File: config.mk
export PLATFORM = sky130hd
export DESIGN_NAME = macf_filter
export DESIGN_NICKNAME = d
export VERILOG_FILES = /design/src/rtl/macf_pkg.sv /design/src/rtl/macf_crc_step.sv /design/src/rtl/macf_addr_track.sv /design/src/rtl/macf_filter.sv
export SDC_FILE = /design/constraint.sdc
export NUM_CORES = 1
export LEC_CHECK = 0
export BUFFER_PORTS_ARGS = -buffer_cell sky130_fd_sc_hd__buf_2
export CAP_MARGIN = 30
export CORE_ASPECT_RATIO = 1.25
export CORE_UTILIZATION = 55
export CTS_BUF_LIST = sky130_fd_sc_hd__clkbuf_4
export CTS_CLUSTER_DIAMETER = 50
export CTS_CLUSTER_SIZE = 14
export DETAILED_ROUTE_END_ITERATION = 12
export PLACE_DENSITY = 0.91
export SLEW_MARGIN = 15
export SYNTH_ARGS = -nofsm -noshare
export SYNTH_HDL_FRONTEND = slang
export SYNTH_SLANG_ARGS = --single-unit
File: constraint.sdc
create_clock -name clk -period 4.2 [get_ports clk]
set_clock_uncertainty 0.2 [all_clocks]
set_input_delay 0.21 -clock clk [delete_from_list [all_inputs] [get_ports clk]]
set_output_delay 0.21 -clock clk [all_outputs]
set_load 0.02 [all_outputs]
File: src/rtl/macf_pkg.sv
package macf_pkg;
   localparam int unsigned CRC_W = 32;
   localparam logic [CRC_W-1:0] CRC_POLY_REFL = 32'hEDB8_8320;
   localparam logic [CRC_W-1:0] CRC_SEED      = 32'hFFFF_FFFF;
endpackage

File: src/rtl/macf_crc_step.sv
module macf_crc_step
   import macf_pkg::*;
#(
   parameter int unsigned DATA_W = 8
) (
   input  logic              clk,
   input  logic              rst_n,
   input  logic              restart,
   input  logic              take,
   input  logic [DATA_W-1:0] din,
   output logic [CRC_W-1:0]  upd_o
);
   logic [CRC_W-1:0] crc_q;
   logic [CRC_W-1:0] chain [0:DATA_W];

   assign chain[0] = restart ? CRC_SEED : crc_q;

   // one reflected LFSR step per input bit, LSB first
   for (genvar b = 0; b < DATA_W; b++) begin : g_bit
      logic fb;
      assign fb = chain[b][0] ^ din[b];
      assign chain[b+1] = (chain[b] >> 1) ^ ({CRC_W{fb}} & CRC_POLY_REFL);
   end

   assign upd_o = chain[DATA_W];

   always_ff @(posedge clk or negedge rst_n) begin
      if (!rst_n)    crc_q <= CRC_SEED;
      else if (take) crc_q <= chain[DATA_W];
   end
endmodule

File: src/rtl/macf_addr_track.sv
module macf_addr_track #(
   parameter int unsigned NBYTES = 6,
   localparam int unsigned CNT_W = (NBYTES > 1) ? $clog2(NBYTES) : 1
) (
   input  logic                clk,
   input  logic                rst_n,
   input  logic                vld,
   input  logic                start,
   input  logic [7:0]          data,
   input  logic [8*NBYTES-1:0] station,
   output logic                take_o,
   output logic                last_o,
   output logic                phys_o,
   output logic                bcast_o,
   output logic                group_o
);
   logic [CNT_W-1:0] cnt_q, pos;
   logic             active_q, phys_q, bc_q, grp_q;

   assign pos     = start ? '0 : cnt_q;
   assign take_o  = vld & (start | active_q);
   assign last_o  = take_o & (pos == CNT_W'(NBYTES-1));
   assign phys_o  = (start | phys_q) & (data == station[8*pos +: 8]);
   assign bcast_o = (start | bc_q) & (data == 8'hFF);
   assign group_o = start ? data[0] : grp_q;

   always_ff @(posedge clk or negedge rst_n) begin
      if (!rst_n) begin
         cnt_q    <= '0;
         active_q <= 1'b0;
         phys_q   <= 1'b0;
         bc_q     <= 1'b0;
         grp_q    <= 1'b0;
      end else if (take_o) begin
         phys_q <= phys_o;
         bc_q   <= bcast_o;
         grp_q  <= group_o;
         if (last_o) begin
            cnt_q    <= '0;
            active_q <= 1'b0;
         end else begin
            cnt_q    <= pos + 1'b1;
            active_q <= 1'b1;
         end
      end
   end
endmodule

File: src/rtl/macf_filter.sv
module macf_filter
   import macf_pkg::*;
#(
   parameter int unsigned NBYTES    = 6,
   parameter int unsigned HASH_BITS = 6,
   localparam int unsigned ADDR_W   = 8 * NBYTES,
   localparam int unsigned FILT_W   = 1 << HASH_BITS
) (
   input  logic              clk,
   input  logic              rst_n,
   input  logic              addr_vld,
   input  logic              addr_start,
   input  logic [7:0]        addr_byte,
   input  logic [ADDR_W-1:0] station_addr,
   input  logic [FILT_W-1:0] hash_filter,
   input  logic              pass_all,
   output logic              done,
   output logic              accept
);
   if (NBYTES < 2)     $error("macf_filter: NBYTES must be at least 2");
   if (HASH_BITS > 16) $error("macf_filter: HASH_BITS must not exceed 16");

   logic             take, last, phys_hit, bc_hit, grp;
   logic [CRC_W-1:0] crc_upd, crc_fin;
   logic             hash_hit, decide;
   logic             done_q, acc_q;

   macf_addr_track #(.NBYTES(NBYTES)) u_track (
      .clk(clk), .rst_n(rst_n), .vld(addr_vld), .start(addr_start),
      .data(addr_byte), .station(station_addr), .take_o(take),
      .last_o(last), .phys_o(phys_hit), .bcast_o(bc_hit), .group_o(grp)
   );

   macf_crc_step #(.DATA_W(8)) u_crc (
      .clk(clk), .rst_n(rst_n), .restart(addr_start), .take(take),
      .din(addr_byte), .upd_o(crc_upd)
   );

   assign crc_fin = ~crc_upd;

   if (HASH_BITS == 0) begin : g_no_hash
      assign hash_hit = hash_filter[0];
   end else begin : g_hash
      logic [HASH_BITS-1:0] idx;
      assign idx = crc_fin[CRC_W-1 -: HASH_BITS];
      // table counted from its top bit: position FILT_W-1-idx
      assign hash_hit = hash_filter[~idx];
   end

   assign decide = pass_all | bc_hit | phys_hit | (grp & hash_hit);

   always_ff @(posedge clk or negedge rst_n) begin
      if (!rst_n) begin
         done_q <= 1'b0;
         acc_q  <= 1'b0;
      end else begin
         done_q <= last;
         acc_q  <= last & decide;
      end
   end

   assign done   = done_q;
   assign accept = acc_q;
endmodule

---- Yosys cells after proc, flatten, opt, wreduce, memory -nomap -nowiden ----
Index checks and enable logic that the tools add are counted.
storage, ports and cells
  register bits after elaboration ......... 41
  input port bits ......................... 125
  logic and storage cells ................. 51
operators by class
  $add $sub $neg .......................... 1
  order comparisons ....................... 1
  equal/unequal tests ..................... 3
  shift operators ......................... 1
  muxes and demuxes ....................... 7
  bitwise gates (word level) .............. 30
operators by type and width
  operator                                            count
  XOR 31 x 32 -> 32 bit                               8
  indexed part select 48 x 7 -> 8 bit                 1
  2-to-1 mux 32 bit                                   1
  NOT 32 bit                                          1
  == test 8 bit                                       1
  == test 8 bit, second input constant                1
  XOR 1 bit                                           8
  < comparator 6 x 7 -> 1 bit, second input constant  1
  AND 1 bit                                           6
  binary-select mux 1 bit (select 6 bit)              1
  2-to-1 mux 3 bit                                    2
  NOT 6 bit                                           1
  bitwise OR 1 bit                                    6
  adder 3 x 1 -> 3 bit, second input constant         1
  == test 3 bit, second input constant                1
  2-to-1 mux 1 bit                                    3

---- Depth between registers and ports, before layout ----
  word-level depth ........................ 24
  mapped depth ............................ 15
  gate-level depth less buffers ........... 11

---- By module ----
Synthesis repeated with hierarchy kept, for this count alone.
unflattened totals
  cells, all modules ...................... 393
  area total of the unflattened synthesis .. 4139.0 sq um
by module, submodules not included
  module           times used  cells an instance  area an instance (sq um)  sequential area each (sq um)
  macf_crc_step    1           216                2463.6                    840.8
  macf_addr_track  1           129                1031.0                    175.2
  macf_filter      1           48                 644.4                     50.0

---- Least setup slack after synthesis ----
No wires, ideal clock.
  path kind ............................... register to register
  start point ............................. reg u_crc.crc_q[0]
  end point ............................... reg acc_q, in the netlist accept
  library setup time ...................... 0.123 ns
  data arrival time ....................... 2.672 ns
  required time ........................... 3.877 ns
  setup slack ............................. 1.205 ns
  stages on the path, launching flop included .. 10
  buffers on the path ..................... 1
  cell sequence ........................... dfstp_2 buf_4 xnor2_1 nor2_2 xnor3_2 xnor2_4 mux4_2 or3b_1 nand4_1 o31ai_2
on the way
  cells in the longest elaborated chain, start to end .. 18
ends and longest elaborated chain
  item                                    line                 RTL
  from (decl)                             macf_crc_step.sv:13  logic [CRC_W-1:0] crc_q;
  from (signal assigned)                  macf_crc_step.sv:29  else if (take) crc_q <= chain[DATA_W];
  2-to-1 mux 32 bit                       macf_crc_step.sv:16  assign chain[0] = restart ? CRC_SEED : crc_q;
  XOR 1 bit                               macf_crc_step.sv:21  assign fb = chain[b][0] ^ din[b];
  XOR 31 x 32 -> 32 bit (6 in a row)      macf_crc_step.sv:22  assign chain[b+1] = (chain[b] >> 1) ^ ({CRC_W{fb}} & CRC_POLY_REFL);
  XOR 1 bit                               macf_crc_step.sv:21
  XOR 31 x 32 -> 32 bit (2 in a row)      macf_crc_step.sv:22
  NOT 32 bit                              macf_filter.sv:39    assign crc_fin = ~crc_upd;
  NOT 6 bit                               macf_filter.sv:47    assign hash_hit = hash_filter[~idx];
  binary-select mux 1 bit (select 6 bit)  macf_filter.sv:47
  2-to-1 mux 1 bit (not written as such)  macf_filter.sv:47
  AND 1 bit                               macf_filter.sv:50    assign decide = pass_all | bc_hit | phys_hit | (grp & hash_hit);
  bitwise OR 1 bit                        macf_filter.sv:50
  AND 1 bit                               macf_filter.sv:58    acc_q <= last & decide;
  to (signal assigned)                    macf_filter.sv:58
  to (decl)                               macf_filter.sv:26    logic done_q, acc_q;
Every way passes these cells. The select of a mux whose other input is x is not followed.
A chain may end at the register's enable or synchronous reset.

---- Worst setup path in the final report ----
Ends and elaborated chain as after synthesis.

==> results_dict.tcl <==
set metrics [dict create \
    gr-usage-all-layers_pct 30.4 \
    rsz0062_at_grt "no" \
    totalPowerFinal_w 0.00403 \
    cts_root_buf "clkbuf_4" \
    port_buffers 126 \
    area_growth_pct 16.5 \
    irDropWorstVdd_mv 0.706 \
    hpwl_um 10200 \
    dr.first_iter.drc_count 210 \
    async_flop_share_pct 100 \
    path_delay_family "compound AO/OA/AOI/OAI gates" \
    crit_top_cell "a21oi_1" \
    crit_type "reg -> reg" \
    power.density_nw_per_um2 754 \
    cts.clk_slew.worst_paths_ns 0.13 \
    antenna_cells 0 \
    h-tree-depth 2 \
    syn_area_per_cell_sq_um 8.21 \
    pin_count 127 \
    multi_input_area_sq_um 3280 \
    cts_tree "built" \
    start_util_pct 57.9 \
    dieArea_sq_um 8720 \
    wire_per_inst_um 17.5 \
    place_inst 748 \
    startpoint_type "flip-flop" \
    finalSetupTns_ns 0 \
    cts_setup_buffers 0 \
    yosysWarnings 0 \
    fillers 642 \
    grt_max_degree 42 \
    worstPathRequired_ns 4.29 \
    ctsResizeCount 0 \
    end_kind "flip-flop" \
    final_hold_viol_count 4 \
    placed_area_sq_um 5230 \
    fp.dieH_um 104 \
    grt_pass1_wl_um 21300 \
    numCtsBuffers 5 \
    synthCells 559 \
    crit_arrival_ns 3.76 \
    outcome "finished with violations" \
    die_w_um 83.7 \
    max_slew_margin_pct 43.5 \
    crit_fanout 15 \
    hold_ws_ns -0.00877 \
    yosysUniqueCellTypes 71 \
    violations "negative hold slack" \
    drc 0 \
    clock.fmax_mhz 273 \
    clockBufferDepth 2 \
    finalCritPeriodShare_pct 87.4 \
    crit_buf_inv 0 \
    worstMarginPinSlew_ns 0.843 \
    drv_cap 0 \
    clkSinkCount 41 \
    drt-total-wl_um 13300 \
    dr.pass1.iters 5 \
    vias 4611 \
    synth_area_sq_um 4590 \
    slew_violations 0 \
    antenna_found_initial 0 \
    stdcell_count 759 \
    min_path_type "in -> async" \
    critPathMaxStageDelay_ns 0.68 \
    rows 36 \
    gp_congestion 0.942 \
    nets 790 \
    clkLatencyLatePin_ns 0.37 \
    power_leakage_nw 2.24 \
    seq_area_sq_um 1070 \
    final_antenna_net_count 0 \
    ys_ff_latch 41 \
    ys.flop_type "dfstp_2" \
    crit_chain "xnor2_1 > nor2_2 > xor2_2 > nor3_1 > o31a_1 > a2111oi_0 > a21oi_1 > o2111ai_1 > a21oi_1 > o31ai_2" \
    synth-edff-count 0 \
    synth_nets 686 \
    setup_viol 0 \
    cp_slowest_cell "dfstp_2" \
    ys_seq_area_share_pct 23.2 \
    overflow 0 \
    coreArea_sq_um 7930 \
    layout-drive-gt1-share_pct 32.5 \
    grt_pass1_vias 4438 \
    final_cell_area_sq_um 5350 \
    vias_per_cell 6.08 \
    fin_crit_ns 3.67 \
]
==> cells by family (layout without fill, tap and decap cells) <==
kind of cell               Yosys count  after routing  synth area share [%]
AOI/OAI and AO/OA                  129            129                  18.3
xor gates and xnor gates           106            106                  22.3
adders and majority gates            2              2                 0.545
buffers and inverters               51            156                  5.78
DFF                                 41             41                  23.2
muxes                               49             49                  11.8
and+or+nand+nor                    181            181                  18.0
==> final cells by class <==
cell class / count / area share, %
clock buffer: 5 / 0.702
clock inverter: 3 / 0.772
inverter: 7 / 0.491
multi-input combinational: 467 / 61.3
sequential: 41 / 19.9
tap: 95 / 2.22
timing repair buffer: 141 / 14.6
==> per-layer routing <==
metal / routed length [um] / track usage, % / share of wire (%)
met2: 6810 / 56.0 / 51
met4: 499 / 14.0 / 3.8
met5: 0 / 0 / 0
met1: 5020 / 33.4 / 38
met3: 945 / 5.63 / 7.1
==> path summary, 6_finish.rpt <==
path,startpoint,endpoint,slack [ns],cells past startpoint
worst max-delay path,u_crc.crc_q[0],accept,0.53,10
worst min-delay path,rst_n,done,-0.009,2
worst max register to register,u_crc.crc_q[0],accept,0.53,10
worst min register to register,u_crc.crc_q[30],u_crc.crc_q[30],0.29,2
max in group asynchronous,rst_n,u_crc.crc_q[23],3.31,3
min in group clk,pass_all,accept,0.03,4
==> power by group <==
group          total (W)  internal, W  switching (W)  leakage, nW
clock network   0.000265     0.000123       0.000141       0.0389
registers       0.000845     0.000670       0.000175        0.450
logic            0.00292      0.00132        0.00161         1.75
==> worst reg2reg max path, cell delays in order (launching register included) <==
cell and delay, ns:
dfstp_2 0.68, xnor2_1 0.14, nor2_2 0.25, xor2_2 0.64, nor3_1 0.12, o31a_1 0.32
a2111oi_0 0.59, a21oi_1 0.15, o2111ai_1 0.23, a21oi_1 0.11, o31ai_2 0.17
==> synth_stat cells, types with 6 or more instances <==
master / instances / area [sq um]
a21oi_1: 18 / 90.1
a31oi_1: 6 / 37.5
buf_2: 11 / 55.1
buf_4: 14 / 105
clkbuf_1: 17 / 63.8
dfrtp_1: 9 / 225
dfstp_2: 32 / 841
mux2_2: 12 / 135
mux2i_1: 34 / 340
nand2_1: 75 / 282
nand3_1: 13 / 65.1
nand4_1: 8 / 50.1
nor2_1: 42 / 158
nor3_1: 10 / 50.1
o21ai_0: 44 / 220
o22ai_1: 11 / 68.8
xnor2_1: 75 / 657
xor2_1: 22 / 193
==> per-stage QoR <==
stage                     worst slack [ns]  util [%]
final                                0.531      67.5
after global routing                 0.435      67.5
after CTS                            0.613      67.2
after detailed placement             0.616      66.0
after global placement               0.748      65.6
after floorplan                       1.21         -
==> state kept, by name, indices dropped and copies added, names as in the netlist <==
signal / flops
u_track.grp_q: 1
done: 1
u_track.bc_q: 1
u_track.active_q: 1
accept: 1
u_track.cnt_q: 3
u_crc.crc_q: 32
u_track.phys_q: 1
==> placed cells by master (no fill, tap or decap), drive strengths merged, types with 3 or more instances in the layout <==
master / instances
nand2: 76
nor4: 4
dfrtp: 9
buf: 139
inv: 6
mux4: 3
o31ai: 6
nand2b: 4
nand4: 8
a2111oi: 3
o311ai: 3
or4: 3
nor2: 44
nand3: 13
or2: 3
xor2: 25
a31oi: 6
mux2: 12
o22ai: 11
o31a: 3
clkbuf: 5
or3: 5
dfstp: 32
o211ai: 6
a211oi: 4
o21ai: 49
mux2i: 34
nor3: 10
a21oi: 18
xnor2: 79
==> what timing repair did <==
item                                    CTS  global route
hold endpoints to repair                 10             0
hold buffers                              2             0
endpoints found under the setup margin    0             0
No activity file was read; power rests on OpenSTA's default activity.
